`config.mk`:
```
export PLATFORM = sky130hd
export DESIGN_NAME = ocmp_channel
export DESIGN_NICKNAME = d
export VERILOG_FILES = /design/src/rtl/ocmp_pkg.sv /design/src/rtl/ocmp_ctrl.sv /design/src/rtl/ocmp_dpath.sv /design/src/rtl/ocmp_channel.sv
export SDC_FILE = /design/constraint.sdc
export NUM_CORES = 1
export LEC_CHECK = 0
export BUFFER_PORTS_ARGS = -buffer_cell sky130_fd_sc_hd__buf_2
export CAP_MARGIN = 10
export CELL_PAD_IN_SITES_DETAIL_PLACEMENT = 1
export CELL_PAD_IN_SITES_GLOBAL_PLACEMENT = 1
export CORE_MARGIN = 5
export CORE_UTILIZATION = 26
export DETAILED_ROUTE_END_ITERATION = 8
export GPL_ROUTABILITY_DRIVEN = 0
export PLACE_DENSITY = 0.61
export SLEW_MARGIN = 20
export SYNTH_ARGS = -nofsm -noshare
export SYNTH_HDL_FRONTEND = slang
export SYNTH_SLANG_ARGS = --single-unit
```
`constraint.sdc`:
```
create_clock -name clk -period 4.05 [get_ports clk]
set_input_delay 1.215 -clock clk [delete_from_list [all_inputs] [get_ports clk]]
set_output_delay 1.215 -clock clk [all_outputs]
set_load 0.05 [all_outputs]
```
`src/rtl/ocmp_pkg.sv`:
```
package ocmp_pkg;

  typedef enum logic [1:0] {
    WG_NORMAL   = 2'b00,
    WG_PWM_PC   = 2'b01,
    WG_CTC      = 2'b10,
    WG_PWM_FAST = 2'b11
  } wgMode_e;

  typedef enum logic [1:0] {
    ACT_KEEP   = 2'b00,
    ACT_TOGGLE = 2'b01,
    ACT_CLEAR  = 2'b10,
    ACT_SET    = 2'b11
  } outAct_e;

  // strobes from control to datapath, one cycle each
  typedef struct packed {
    logic writeBuf;
    logic writeDirect;
    logic loadActive;
    logic applyOut;
  } ctrlStb_t;

endpackage

```
`src/rtl/ocmp_ctrl.sv`:
```
module ocmp_ctrl
  import ocmp_pkg::*;
(
  input  logic       clk,
  input  logic       rstN,
  input  logic       tick,
  input  logic       atTop,
  input  logic       atBottom,
  input  logic [1:0] wgMode,
  input  logic       ocrWr,
  input  logic       cntWr,
  input  logic       focWr,
  input  logic       flagClr,
  input  logic       cmpEq,
  output ctrlStb_t   stb,
  output logic       matchFlag
);

  wgMode_e modeNow;
  logic    isPwm;
  logic    loadPoint;
  logic    blockQ;
  logic    realMatch;
  logic    forceHit;

  assign modeNow = wgMode_e'(wgMode);
  assign isPwm   = (modeNow == WG_PWM_PC) || (modeNow == WG_PWM_FAST);

  // phase-correct refreshes at the top, fast PWM at the bottom
  always_comb begin
    unique case (modeNow)
      WG_PWM_PC:   loadPoint = atTop;
      WG_PWM_FAST: loadPoint = atBottom;
      default:     loadPoint = 1'b0;
    endcase
  end

  // one-shot blocker armed by a counter write, released by the next tick
  always_ff @(posedge clk) begin
    if (!rstN)      blockQ <= 1'b0;
    else if (cntWr) blockQ <= 1'b1;
    else if (tick)  blockQ <= 1'b0;
  end

  assign realMatch = tick && cmpEq && !blockQ;
  assign forceHit  = focWr && !isPwm;

  always_comb begin
    stb.writeBuf    = ocrWr;
    stb.writeDirect = ocrWr && !isPwm;
    stb.loadActive  = isPwm && tick && loadPoint;
    stb.applyOut    = realMatch || forceHit;
  end

  // a set in the same cycle as a clear wins
  always_ff @(posedge clk) begin
    if (!rstN)          matchFlag <= 1'b0;
    else if (realMatch) matchFlag <= 1'b1;
    else if (flagClr)   matchFlag <= 1'b0;
  end

endmodule

```
`src/rtl/ocmp_dpath.sv`:
```
module ocmp_dpath
  import ocmp_pkg::*;
#(
  parameter int W = 8
) (
  input  logic         clk,
  input  logic         rstN,
  input  ctrlStb_t     stb,
  input  logic [W-1:0] cntVal,
  input  logic [W-1:0] ocrWrData,
  input  logic [1:0]   comMode,
  output logic         cmpEq,
  output logic [W-1:0] ocrActive,
  output logic         ocOut
);

  logic [W-1:0] ocrBuf;
  outAct_e      actNow;

  always_ff @(posedge clk) begin
    if (!rstN)             ocrBuf <= '0;
    else if (stb.writeBuf) ocrBuf <= ocrWrData;
  end

  always_ff @(posedge clk) begin
    if (!rstN)                ocrActive <= '0;
    else if (stb.writeDirect) ocrActive <= ocrWrData;
    else if (stb.loadActive)  ocrActive <= ocrBuf;
  end

  assign cmpEq  = (cntVal == ocrActive);
  assign actNow = outAct_e'(comMode);

  always_ff @(posedge clk) begin
    if (!rstN) begin
      ocOut <= 1'b0;
    end else if (stb.applyOut) begin
      unique case (actNow)
        ACT_TOGGLE: ocOut <= ~ocOut;
        ACT_CLEAR:  ocOut <= 1'b0;
        ACT_SET:    ocOut <= 1'b1;
        default:    ocOut <= ocOut;
      endcase
    end
  end

endmodule

```
`src/rtl/ocmp_channel.sv`:
```
module ocmp_channel
  import ocmp_pkg::*;
#(
  parameter int W = 8
) (
  input  logic         clk,
  input  logic         rstN,
  input  logic         tick,
  input  logic [W-1:0] cntVal,
  input  logic         atTop,
  input  logic         atBottom,
  input  logic [1:0]   wgMode,
  input  logic [1:0]   comMode,
  input  logic         ocrWr,
  input  logic [W-1:0] ocrWrData,
  input  logic         cntWr,
  input  logic         focWr,
  input  logic         flagClr,
  output logic         matchFlag,
  output logic         ocOut
);

  ctrlStb_t     stb;
  logic         cmpEq;
  logic [W-1:0] ocrActive;

  ocmp_ctrl u_ctrl (
    .clk(clk), .rstN(rstN), .tick(tick), .atTop(atTop), .atBottom(atBottom),
    .wgMode(wgMode), .ocrWr(ocrWr), .cntWr(cntWr), .focWr(focWr),
    .flagClr(flagClr), .cmpEq(cmpEq), .stb(stb), .matchFlag(matchFlag)
  );

  ocmp_dpath #(.W(W)) u_dpath (
    .clk(clk), .rstN(rstN), .stb(stb), .cntVal(cntVal), .ocrWrData(ocrWrData),
    .comMode(comMode), .cmpEq(cmpEq), .ocrActive(ocrActive), .ocOut(ocOut)
  );

endmodule

```
==> flow_summary_export.csv <==
group,metric,value,unit
sta,period_share,0.5751,
floorplanning,core,3633,um2
floorplanning,dieArea,5057,um2
grt,grt_max_degree,20,
grt,grt_pass1_vias,817,
hold_path,worstHoldPathType,"register to register",
worst_setup_path,crit_arrival,2500,ps
power_and_ir_drop,p_clk_frac,0.322,
drt,viasPerCell,4.409,
sta,slew_headroom,0.5782,
power_and_ir_drop,power.total,423.2,uW
sta,timing.hold.ws,496.5,ps
worst_setup_path,worstPathBufferInverterCount,1,
synth,yosysTopAreaCellShare,0.3918,
power_and_ir_drop,power_frac_seq,0.491,
layout,fin_nets,153,
clocking,tritoncts,"built",
worst_setup_path,crit_required,4220,ps
layout,final_layout_size_suffix_gt1_frac,0.3902,
clocking,postCtsSetupRepairBufs,0,
drt,route.detailed.drc,0,
grt,grtUsageTotal,0.09507,
clocking,cts.sinks,19,
place,hpwl,1751,um
sta,setup_tns,0,ps
synth,synth_common_cells,"dfxtp_1, mux2i_1, nor2_1, a211oi_2, xor2_1",
layout,fillers,443,
drt,wire_per_inst,13.20,um
worst_setup_path,critPathTopFamily,"simple AND/OR/NAND/NOR gates",
grt,antenna_found_initial,0,
grt,grt_pass1_wl,3739,um
synth,syn_inst,93,
place,port_buffers,30,
synth,synth_fp_nets,122,
drt,dr.pass1.iters,4,
power_and_ir_drop,comb_power_share,0.187,
synth,seq_area_frac_synth,0.3918,
sta,setup_violations,0,
synth,synthTopCellsByArea,"dfxtp_1, mux2i_1, a211oi_2, xor2_1, nor2_1",
sta,skew,0.5041,ps
clocking,cts_hold_buf,0,
clocking,htree_num_levels,1,
floorplanning,rows,22,
layout,antennaDiodeCount,0,
synth,postSynthAreaPerCell,10.44,um2
worst_setup_path,path_cells,"buf_2, nor2b_4, a31o_4, nor2_1, a211oi_2",
floorplanning,die_h,71.11,um
worst_setup_path,start_kind,"primary input",
drt,final_antenna_net_count,0,
sta,max_clock_freq,429.4,MHz
synth,synthDistinctLibCells,24,
clocking,cts_buffers,3,
sta,worstMarginPinSlew,628.9,ps
drt,vias,754,
clocking,clk_latency,260,ps
synth,synth_edf_count,0,
run,max_cap_viol_count,0,
synth,synth_largest_area_cell,"dfxtp_1",
clocking,cts.clk_slew.worst_paths,70,ps
synth,yosys.cell_count.top_type,"dfxtp_1",
clocking,ctsResizeCount,0,
outcome,status,"finished clean",
power_and_ir_drop,internal-power,306.0,uW
worst_setup_path,crit_fanout,16,
power_and_ir_drop,p_sw,117.2,uW
synth,synthFlopType,"dfxtp_1",
drt,wl,2257,um
worst_setup_path,critPathSlowestCell,"nor2b_4",
sta,layout_min_cycle_time,2329,ps
sta,grt_setup_unrepaired,"false",
synth,async_reset_ff_frac,0,
clocking,cts_root_buf,"clkbuf_8",
grt,grt_overflow,0,
synth,yosys_warnings,0,
floorplanning,dieWidth,71.11,um
floorplanning,start_util,0.2672,
worst_setup_path,critical_path_class,"primary input to register",
drt,initialDrtViolationCount,11,
power_and_ir_drop,leakagePower,0.5223,nW
worst_setup_path,max_stage_delay,430,ps
worst_setup_path,endpoint_kind,"register",
sta,finalHoldViolCount,0,
sta,slew_violations,0,
synth,post_synth_instance_area,970.9,um2
layout,syn_to_final_growth,21.91,%
floorplanning,boundaryPins,31,
power_and_ir_drop,power_density,357.5,nW/um2
power_and_ir_drop,swShare,0.2769,
power_and_ir_drop,vdd_drop_max,0.0002113,V
synth,ys_ff_latch,19,
clocking,clk_path_buf_depth,2,
-- cell families (layout without fill, tap and decap cells) --
logic type	after synthesis	in the layout	share of synthesized area
buffers and inverters	9	39	0.06700
xor gates and xnor gates	9	9	0.08119
muxes	17	17	0.1765
AOI/OAI and AO/OA	15	15	0.1650
DFF	19	19	0.3917
and+or+nand+nor	24	24	0.1186
-- flip-flops by register name, summed over array words and instances, names as in the netlist --
name,count
u_ctrl.blockQ,1
u_ctrl.matchFlag,1
u_dpath.ocOut,1
u_dpath.ocrActive,8
u_dpath.ocrBuf,8
-- per-stage QoR --
stage | setup slack (ps) | instances | instance area [um2] | util
floorplan | 1828 | 93 | 970.9 | -
global placement | 1440 | 167 | 1135 | 0.3123
detailed placement | 1400 | 167 | 1135 | 0.3123
CTS | 1673 | 171 | 1184 | 0.3258
global route | 1589 | 171 | 1184 | 0.3258
finish | 1721 | 171 | 1184 | 0.3258
-- tightest hold or removal path, cell delays in order (launching register included) --
cell	delay [ps]
dfxtp_1	330
mux2i_1	60
nor2_1	70
-- routing by layer --
metal  track usage  up-vias  wire, um
li1              -      383         -
met1        0.1063      346       964
met2        0.1689       23      1115
met3       0.03125        2       149
met4       0.03132        0        27
met5             0        -         0
-- layout make-up --
| type | instances | area [um2] | share of cell area |
|---|---|---|---|
| Clock inverter | 1 | 7.507 | 0.006342 |
| Inverter | 5 | 18.77 | 0.01586 |
| Tap cell | 48 | 60.06 | 0.05074 |
| Multi-Input combinational cell | 65 | 525.5 | 0.4440 |
| Sequential cell | 19 | 380.4 | 0.3214 |
| Clock buffer | 3 | 41.29 | 0.03488 |
| Timing Repair Buffer | 30 | 150.1 | 0.1268 |
-- placed cells by master, fill, tap and decap left out, drive strengths merged, types with 2 or more instances in the layout --
master  synthesis  routed
dfxtp          19      19
inv             4       4
nor3            2       2
nor2b           2       2
xor2            8       8
clkbuf          1       3
a211oi          8       8
mux2i          16      16
nor2           18      18
buf             3      30
a31o            2       2
a32oi           2       2
-- path summary, 6_finish.rpt --
| path | startpoint | to | slack [ps] | depth (start not counted) |
|---|---|---|---|---|
| setup / recovery | ocrWr | u_dpath.ocrActive[7] | 1720 | 5 |
| hold / removal | u_dpath.ocrBuf[3] | u_dpath.ocrBuf[3] | 500 | 2 |
| setup reg to reg | u_dpath.ocrActive[6] | u_dpath.ocOut | 2660 | 4 |
| hold reg to reg | u_dpath.ocrBuf[3] | u_dpath.ocrBuf[3] | 500 | 2 |
-- power by group through the flow --
stage          sequential, mW  combinational, mW  clock (mW)
2_1_floorplan           0.213             0.0565           0
3_3_place_gp            0.212             0.0785           0
3_5_place_dp            0.212             0.0802           0
4_1_cts                 0.208             0.0813       0.141
5_1_grt                 0.210             0.0881       0.147
6_report                0.208             0.0793       0.136
Power figures use the tool's default switching activity.
